==> src/rtl/ttx_pkg.sv <==
// Package: shared constants for the teletext insertion window controller.
// Assumes: the window length is fixed by the teletext line format, not programmable.
package ttx_pkg;
    // Bit periods in one insertion window, clock run-in included.
    localparam int TTX_WIN_BITS = 360;
    // Width of a counter that must hold 0..TTX_WIN_BITS.
    localparam int TTX_BIT_CW = $clog2(TTX_WIN_BITS + 1);
endpackage

==> src/rtl/ttx_line_qualify.sv <==
// Module: ttx_line_qualify
// Decides combinationally whether the presented line may carry teletext.
// The line must lie inside the current field's first/last range, inside the
// mask coverage, and have its mask bit set.
// Assumes: $clog2(MASK_LINES) <= LINE_W; the inputs are held steady around the strobe.
module ttx_line_qualify #(
    parameter int LINE_W     = 10,
    parameter int MASK_LINES = 20,
    parameter int MASK_BASE  = 5
) (
    input  logic                  field_even,
    input  logic [LINE_W-1:0]     line_no,
    input  logic [LINE_W-1:0]     odd_first,
    input  logic [LINE_W-1:0]     odd_last,
    input  logic [LINE_W-1:0]     even_first,
    input  logic [LINE_W-1:0]     even_last,
    input  logic [MASK_LINES-1:0] line_mask,
    output logic                  line_ok
);
    localparam int IDX_W = (MASK_LINES > 1) ? $clog2(MASK_LINES) : 1;
    localparam int PAD_N = 1 << IDX_W;

    logic [PAD_N-1:0]  mask_pad;
    logic [LINE_W-1:0] range_lo;
    logic [LINE_W-1:0] range_hi;
    logic [LINE_W-1:0] mask_off;
    logic              in_range;
    logic              covered;
    logic              mask_hit;

    // Pad the mask to a power of two so any index of IDX_W bits is legal.
    generate
        if (PAD_N > MASK_LINES) begin : g_pad
            assign mask_pad = {{(PAD_N - MASK_LINES){1'b0}}, line_mask};
        end else begin : g_nopad
            assign mask_pad = line_mask;
        end
    endgenerate

    // Pick the current field's range and test the line against range and mask.
    always_comb begin
        range_lo = field_even ? even_first : odd_first;
        range_hi = field_even ? even_last  : odd_last;
        in_range = (line_no >= range_lo) && (line_no <= range_hi);
        mask_off = line_no - LINE_W'(MASK_BASE);
        covered  = (line_no >= LINE_W'(MASK_BASE)) && (mask_off < LINE_W'(MASK_LINES));
        mask_hit = covered && mask_pad[mask_off[IDX_W-1:0]];
        line_ok  = in_range && mask_hit;
    end
endmodule

==> src/rtl/ttx_bit_clock.sv <==
// Module: ttx_bit_clock
// Fractional divider: a phase accumulator adds `step` in each cycle that `run`
// is high, and a carry out of the top bit is one teletext bit tick.
// Assumes: `clear` and `run` are never needed together; `clear` takes priority.
module ttx_bit_clock #(
    parameter int ACC_W = 16
) (
    input  logic             clk,
    input  logic             rst_n,
    input  logic             clear,
    input  logic             run,
    input  logic [ACC_W-1:0] step,
    output logic             tick
);
    logic [ACC_W-1:0] phase_q;
    logic [ACC_W:0]   phase_sum;

    // Next phase with carry; the carry marks a bit boundary.
    always_comb begin
        phase_sum = {1'b0, phase_q} + {1'b0, step};
        tick      = run && phase_sum[ACC_W];
    end

    // Phase register: cleared at line start, advanced only inside the window.
    always_ff @(posedge clk) begin
        if (!rst_n) begin
            phase_q <= '0;
        end else if (clear) begin
            phase_q <= '0;
        end else if (run) begin
            phase_q <= phase_sum[ACC_W-1:0];
        end
    end
endmodule

==> src/rtl/ttx_window_seq.sv <==
// Module: ttx_window_seq
// Per-line sequencer. It latches the line verdict at the strobe, counts pixels
// and window bits, and decodes the request and the gate.
// Assumes: the window settings are stable through a line; `bit_tick` is high
// only while `gate` is high.
module ttx_window_seq #(
    parameter int PIX_W    = 12,
    parameter int WIN_BITS = 360,
    parameter int BIT_CW   = 9
) (
    input  logic             clk,
    input  logic             rst_n,
    input  logic             line_strobe,
    input  logic             line_ok,
    input  logic [PIX_W-1:0] req_lead,
    input  logic [PIX_W-1:0] win_open,
    input  logic [PIX_W-1:0] line_len,
    input  logic             bit_tick,
    output logic             req,
    output logic             gate
);
    logic              elig_q;
    logic [PIX_W-1:0]  pix_q;
    logic [BIT_CW-1:0] bits_q;
    logic [PIX_W-1:0]  req_start;
    logic              in_line;
    logic              bits_left;

    // Line verdict: taken once per line at the strobe.
    always_ff @(posedge clk) begin
        if (!rst_n) begin
            elig_q <= 1'b0;
        end else if (line_strobe) begin
            elig_q <= line_ok;
        end
    end

    // Pixel index: zero after the strobe, saturating so it cannot wrap.
    always_ff @(posedge clk) begin
        if (!rst_n) begin
            pix_q <= '0;
        end else if (line_strobe) begin
            pix_q <= '0;
        end else if (pix_q != {PIX_W{1'b1}}) begin
            pix_q <= pix_q + 1'b1;
        end
    end

    // Window bit count: cleared per line, one step per bit tick.
    always_ff @(posedge clk) begin
        if (!rst_n) begin
            bits_q <= '0;
        end else if (line_strobe) begin
            bits_q <= '0;
        end else if (bit_tick) begin
            bits_q <= bits_q + 1'b1;
        end
    end

    // Decode the request and gate from the pixel index and the bit count.
    always_comb begin
        req_start = (req_lead > win_open) ? '0 : (win_open - req_lead);
        in_line   = pix_q < line_len;
        bits_left = bits_q < BIT_CW'(WIN_BITS);
        gate      = elig_q && in_line && bits_left && (pix_q >= win_open);
        req       = elig_q && in_line && bits_left && (pix_q >= req_start);
    end
endmodule

==> src/rtl/ttx_insert_ctrl.sv <==
// Module: ttx_insert_ctrl (top)
// Teletext insertion window controller: line qualification, per-line window
// sequencing and the fractional bit-rate tick.
// Assumes: one line_strobe per line; the settings change only between lines.
module ttx_insert_ctrl
    import ttx_pkg::*;
#(
    parameter int LINE_W     = 10,
    parameter int PIX_W      = 12,
    parameter int ACC_W      = 16,
    parameter int MASK_LINES = 20,
    parameter int MASK_BASE  = 5
) (
    input  logic                  clk,
    input  logic                  rst_n,
    input  logic                  line_strobe,
    input  logic [LINE_W-1:0]     line_no,
    input  logic                  field_even,
    input  logic [LINE_W-1:0]     odd_first,
    input  logic [LINE_W-1:0]     odd_last,
    input  logic [LINE_W-1:0]     even_first,
    input  logic [LINE_W-1:0]     even_last,
    input  logic [MASK_LINES-1:0] line_mask,
    input  logic [PIX_W-1:0]      req_lead,
    input  logic [PIX_W-1:0]      win_open,
    input  logic [PIX_W-1:0]      line_len,
    input  logic [ACC_W-1:0]      bit_step,
    output logic                  ttx_req,
    output logic                  ttx_gate,
    output logic                  ttx_bit_tick
);
    logic line_ok;
    logic gate_w;
    logic tick_w;

    ttx_line_qualify #(
        .LINE_W     (LINE_W),
        .MASK_LINES (MASK_LINES),
        .MASK_BASE  (MASK_BASE)
    ) u_qualify (
        .field_even (field_even),
        .line_no    (line_no),
        .odd_first  (odd_first),
        .odd_last   (odd_last),
        .even_first (even_first),
        .even_last  (even_last),
        .line_mask  (line_mask),
        .line_ok    (line_ok)
    );

    ttx_bit_clock #(
        .ACC_W (ACC_W)
    ) u_bitclk (
        .clk   (clk),
        .rst_n (rst_n),
        .clear (line_strobe),
        .run   (gate_w),
        .step  (bit_step),
        .tick  (tick_w)
    );

    ttx_window_seq #(
        .PIX_W    (PIX_W),
        .WIN_BITS (TTX_WIN_BITS),
        .BIT_CW   (TTX_BIT_CW)
    ) u_seq (
        .clk         (clk),
        .rst_n       (rst_n),
        .line_strobe (line_strobe),
        .line_ok     (line_ok),
        .req_lead    (req_lead),
        .win_open    (win_open),
        .line_len    (line_len),
        .bit_tick    (tick_w),
        .req         (ttx_req),
        .gate        (gate_w)
    );

    assign ttx_gate     = gate_w;
    assign ttx_bit_tick = tick_w;
endmodule

==> config.mk <==
export PLATFORM = sky130hd
export DESIGN_NAME = ttx_insert_ctrl
export DESIGN_NICKNAME = d
export VERILOG_FILES = /design/src/rtl/ttx_pkg.sv /design/src/rtl/ttx_line_qualify.sv /design/src/rtl/ttx_bit_clock.sv /design/src/rtl/ttx_window_seq.sv /design/src/rtl/ttx_insert_ctrl.sv
export SDC_FILE = /design/constraint.sdc
export NUM_CORES = 1
export LEC_CHECK = 0
export BUFFER_PORTS_ARGS = -buffer_cell sky130_fd_sc_hd__buf_2
export CORE_UTILIZATION = 30
export DETAILED_ROUTE_END_ITERATION = 7
export HOLD_SLACK_MARGIN = 0.06
export PLACE_DENSITY = 0.62
export SLEW_MARGIN = 15
export SYNTH_ARGS = -nofsm -noshare
export SYNTH_HDL_FRONTEND = slang
export SYNTH_SLANG_ARGS = --single-unit
==> constraint.sdc <==
create_clock -name clk -period 3.9 [get_ports clk]
set_input_delay 0.195 -clock clk [delete_from_list [all_inputs] [get_ports clk]]
set_output_delay 0.195 -clock clk [all_outputs]
set_load 0.005 [all_outputs]
[Yosys cells after proc, flatten, opt, wreduce, memory -nomap -nowiden]
Cells that the tools add are included.
Word-level totals
  bits in registers: 38
  input port bits: 126
  word-level logic and storage cells: 36
Operators by class
  $add $sub $neg: 5
  order comparisons: 10
  equal/unequal tests: 1
  muxes and demuxes: 5
  bitwise gates (word level): 1
  reduce and logical (&&, ||, !) cells: 10
Operators with widths (number)
  12-bit greater-or-equal comparator: 2
  10-bit two-way mux: 2
  16-bit by 16-bit adder with 17-bit output: 1
  12-bit by 1-bit adder with 12-bit output (second input constant): 1
  12-bit greater-than comparator: 1
  12-bit less-than comparator: 1
  12-bit two-way mux: 1
  12-bit inequality test (second input constant): 1
  12-bit subtractor: 1
  10-bit greater-or-equal comparator: 1
  10-bit by 3-bit greater-or-equal comparator with 1-bit output (second input constant): 1
  10-bit <= comparator: 1
  10-bit by 5-bit less-than comparator with 1-bit output (second input constant): 1
  10-bit by 3-bit subtractor with 10-bit output (second input constant): 1
  9-bit by 1-bit adder with 9-bit output (second input constant): 1
  1-bit logical AND: 9
  9-bit less-than comparator (second input constant): 1
  5-bit by 6-bit less-than comparator with 1-bit output (second input constant): 1
  1-bit binary-select mux with 5-bit select: 1
  2-bit OR reduction: 1
  1-bit two-way mux: 1
  1-bit inverter: 1

[Depth between registers and ports, before layout]
  word-level depth: 5
  mapped depth: 18
  mapped depth without buffers: 18

[By module]
A second synthesis with hierarchy kept.
Second synthesis, totals
  cell total of the unflattened synthesis: 563
  area total of the unflattened synthesis: 4747.1 sq um
Modules (own cells, without submodules)
  ttx_window_seq: times used 1, cells an instance 313, area an instance 2449.8 sq um, seq. area each 440.4 sq um
  ttx_bit_clock: times used 1, cells an instance 154, area an instance 1350.0 sq um, seq. area each 320.3 sq um
  ttx_line_qualify: times used 1, cells an instance 96, area an instance 947.2 sq um, seq. area each 0.0 sq um

[Worst setup path after synthesis]
No wires, ideal clock.
  path kind: input port to output port
  start: in win_open[0]
  end: out ttx_req
  arrival time: 3.405 ns
  required time: 3.705 ns
  path slack: 0.300 ns
  stages: 18
  path buffers: 0
  path through: inv_1 > ha_1 > fa_1 > nor2b_1 > o2111ai_1 > and4b_1 > o211ai_1 > a21oi_1 > o21bai_1 > nor2b_1 > ha_1 > nand2b_1 > a21o_1 > a211o_1 > o2111ai_1 > a21boi_0 > o21ai_0 > o21ai_0
Between the ends
  word-level cells in the longest chain between the ends: 4
  elaborated cells between the ends (all ways): 5
  classes of those cells: 1 x add/sub; 2 x order compare; 1 x mux; 1 x reduce/logical
Ends and longest elaborated chain
  from (decl): line ttx_insert_ctrl.sv:25  | input logic [PIX_W-1:0] win_open,
  12-bit subtractor or 12-bit greater-than comparator (tied branches): line ttx_window_seq.sv:62  | req_start = (req_lead > win_open) ? '0 : (win_open - req_lead);
  12-bit two-way mux *: line ttx_window_seq.sv:62
  12-bit greater-or-equal comparator *: line ttx_window_seq.sv:66  | req = elig_q && in_line && bits_left && (pix_q >= req_start);
  1-bit logical AND *: line ttx_window_seq.sv:66
  to (decl): line ttx_insert_ctrl.sv:28  | output logic ttx_req,
Mark *: on every way between the ends. The rest lies on a longest branch, timed or not.

[Worst setup path after layout]
Same ends and word-level chain as after synthesis.

==> reports/qor.yml <==
die:
  start_util_pct: 30.9
  die_x_microns: 125
  rows: 44
  core_area_sq_um: 14600
  dieArea_sq_um: 15600
  num_io_pins: 129
  die_y_microns: 125
final_layout:
  drive_gt1_share_pct: 22.1
  final_core_util_pct: 37.7
  fillers: 1570
  syn2layout_area_growth_pct: 22.1
  fin_area_sq_um: 5520
  diodes: 0
  final_nets: 902
clocking:
  cts_tree: "built"
  cts_root_buf: "clkbuf_16"
  cts_max_path_buffers: 2
  h-tree-depth: 2
  cts_buffers: 5
  clkSlewWorstSetupHoldPaths_ps: 50
  clkLatencyLatePin_ps: 280
  clock_sinks: 38
place:
  hpwl_microns: 9190
  pre_cts_slack_ps: 160
  placed_area_sq_um: 5370
  gp_congestion: 0.838
  portBuffers: 128
yosys:
  synth_seq_area_share_pct: 16.8
  post-synth-top-count-cell: "ha_1"
  synth_top_cell_area_share_pct: 23.8
  synth_cells: 561
  synth_seq_cells: 38
  syn_nets: 775
  syn_area_sq_um: 4520
  ys_warn_count: 0
  synth_largest_area_cell: "ha_1"
  yosys.cell_types.count: 49
  yosys-top-cells-area: "ha_1, dfxtp_1, mux2i_1, a21oi_1, inv_1"
  async_flop_share_pct: 0
  ys.flop_type: "dfxtp_1"
  postSynthAreaPerCell_sq_um: 8.06
  synth_commonest_cells: "ha_1, inv_1, nor2_1"
  synth_edf_count: 0
power_and_ir_drop:
  power_mw: 1.15
  p_leak_nw: 2.76
  powerDensity_nw_per_um2: 208
  vdd_ir_drop_max_uv: 150
sta:
  max_slew.worst_pin.slew_ps: 1020
  fin_crit_ps: 3650
  final.period_utilization_pct: 93.5
  drv_slew: 0
  hold_slack_ps: 267
  setup_slack_ps: 253
  max-slew-margin-rel_pct: 31.5
  fin_skew_ps: 3.10
  hold_violations: 0
  finalSetupViolCount: 0
  fmax_mhz: 274
grt:
  grt-ovfl-total: 0
  grt_max_degree: 21
  grt.total_usage_pct: 14.3
  grt_pass1_vias: 4029
  grt_pass1_wl_microns: 18500
  antenna_found_initial: 0
routing:
  antenna_left: 0
  dr_total_vias: 4321
  wl_met2_microns: 5160
  wirelength_microns: 11100
  wl_per_cell_microns: 12.7
  drtPass1Iterations: 6
  wl_met1_microns: 5330
  via_per_inst: 4.96
  wl_met3_microns: 473
  drt_iter0_markers: 214
  drc: 6
  top_layer: "met4"
critical_path:
  cp_max_fo: 3
  worstSetupStartpointType: "input port"
  r2r_start: "u_seq.pix_q[9]"
  worst_ep_required_time_ps: 3700
  critPathCaptureType: "primary output"
  worstSetupPathType: "in -> out"
  crit_start: "win_open[0]"
  worst_ep_arrival_time_ps: 3450
flow_run:
  cap_viol_max_count: 0
hold_path:
  min_from: "line_no[8]"
  worstHoldPathType: "in -> reg"
status:
  violations: "DRC"
  status: "finished with violations"
[cell families (layout without fill, tap and decap cells)]
| group | count (synthesis) | after routing | synth area share, % |
|---|---|---|---|
| buffers and inverters | 61 | 187 | 5.14 |
| AND/OR/NAND/NOR | 169 | 169 | 18.6 |
| flip-flops | 38 | 38 | 16.8 |
| AO/OA/AOI/OAI | 141 | 141 | 19.9 |
| XOR/XNOR | 29 | 29 | 5.61 |
| adder cells (fa/ha/maj) | 88 | 88 | 24.7 |
| multiplexers | 35 | 35 | 9.21 |
[layer usage]
layer	up-vias	global-route usage (%)
met5	-	0
met3	7	1.89
met2	103	25.0
li1	2311	-
met4	0	3.27
met1	1900	18.6
[layout by cell type, fill, tap and decap left out, types with 3 or more instances in the layout]
cell,synthesis,final
buf_2,3,128
ha_1,86,86
inv_1,48,48
nor2_1,41,41
nand2_1,40,40
a21oi_1,38,38
dfxtp_1,38,38
o21ai_0,34,32
mux2i_1,27,27
nand3_1,20,20
xnor2_1,16,16
a21o_1,14,14
xor2_1,13,13
nand4_1,12,12
o21a_1,11,11
or3_1,10,10
nor2b_1,10,8
o211ai_1,8,8
nor3_1,7,7
and3_1,7,7
nand2b_1,6,6
a211o_1,5,5
a211oi_1,5,5
mux4_2,5,5
clkbuf_16,0,5
a31oi_1,4,4
buf_4,0,4
o21bai_1,3,3
mux2_2,3,3
and2_1,3,3
nand3b_1,3,3
a2111oi_0,3,3
[power by group]
part	switching (mW)	total [mW]	internal [mW]
Clock	0.155	0.403	0.247
Sequential	0.00216	0.391	0.389
Combinational	0.176	0.358	0.182
Total	0.334	1.15	0.818
[stage by stage]
stage	TNS, ps	instances
3_5_place_dp	0	864
2_1_floorplan	0	561
5_1_grt	-2.85	871
6_report	0	871
4_1_cts	0	870
3_3_place_gp	0	864
[layout make-up]
type | instances | area (sq um) | share of cell area (%)
multi-input cells | 462 | 3540 | 64.1
flip-flops and latches | 38 | 761 | 13.8
repair buffers | 132 | 671 | 12.1
well taps | 184 | 230 | 4.17
inverters | 49 | 184 | 3.33
clock buffers | 6 | 139 | 2.51
[timing repair]
| item | CTS | global route |
|---|---|---|
| hold buffers | 0 | 0 |
| gates resized for setup | 0 | 7 |
| setup endpoints to repair | 0 | 1 |
| setup buffers | 0 | 1 |
[path summary, 6_finish.rpt]
kind	endpoint	slack, ps	depth (start not counted)
worst max-delay path	ttx_req	250	20
worst min-delay path	u_seq.elig_q	270	4
worst max register to register	u_seq.bits_q[6]	1010	8
worst min register to register	u_bitclk.phase_q[6]	460	2
[critical path, cell delays in order]
cell	delay, ps
buf_2	90
inv_1	40
ha_1	210
fa_2	410
nor2b_2	130
o2111ai_1	100
and4b_2	270
o211ai_1	210
a21oi_1	100
o21bai_1	170
nor2b_2	160
ha_1	220
nand2b_1	140
a21o_1	180
a211o_1	280
o2111ai_1	100
a21boi_1	100
o21ai_1	130
o21ai_1	90
buf_2	130
[registers in the layout (all words and copies together), names as in the netlist]
signal,count
u_bitclk.phase_q,16
u_seq.pix_q,12
u_seq.bits_q,9
u_seq.elig_q,1
(Power assumes the default switching activity.)
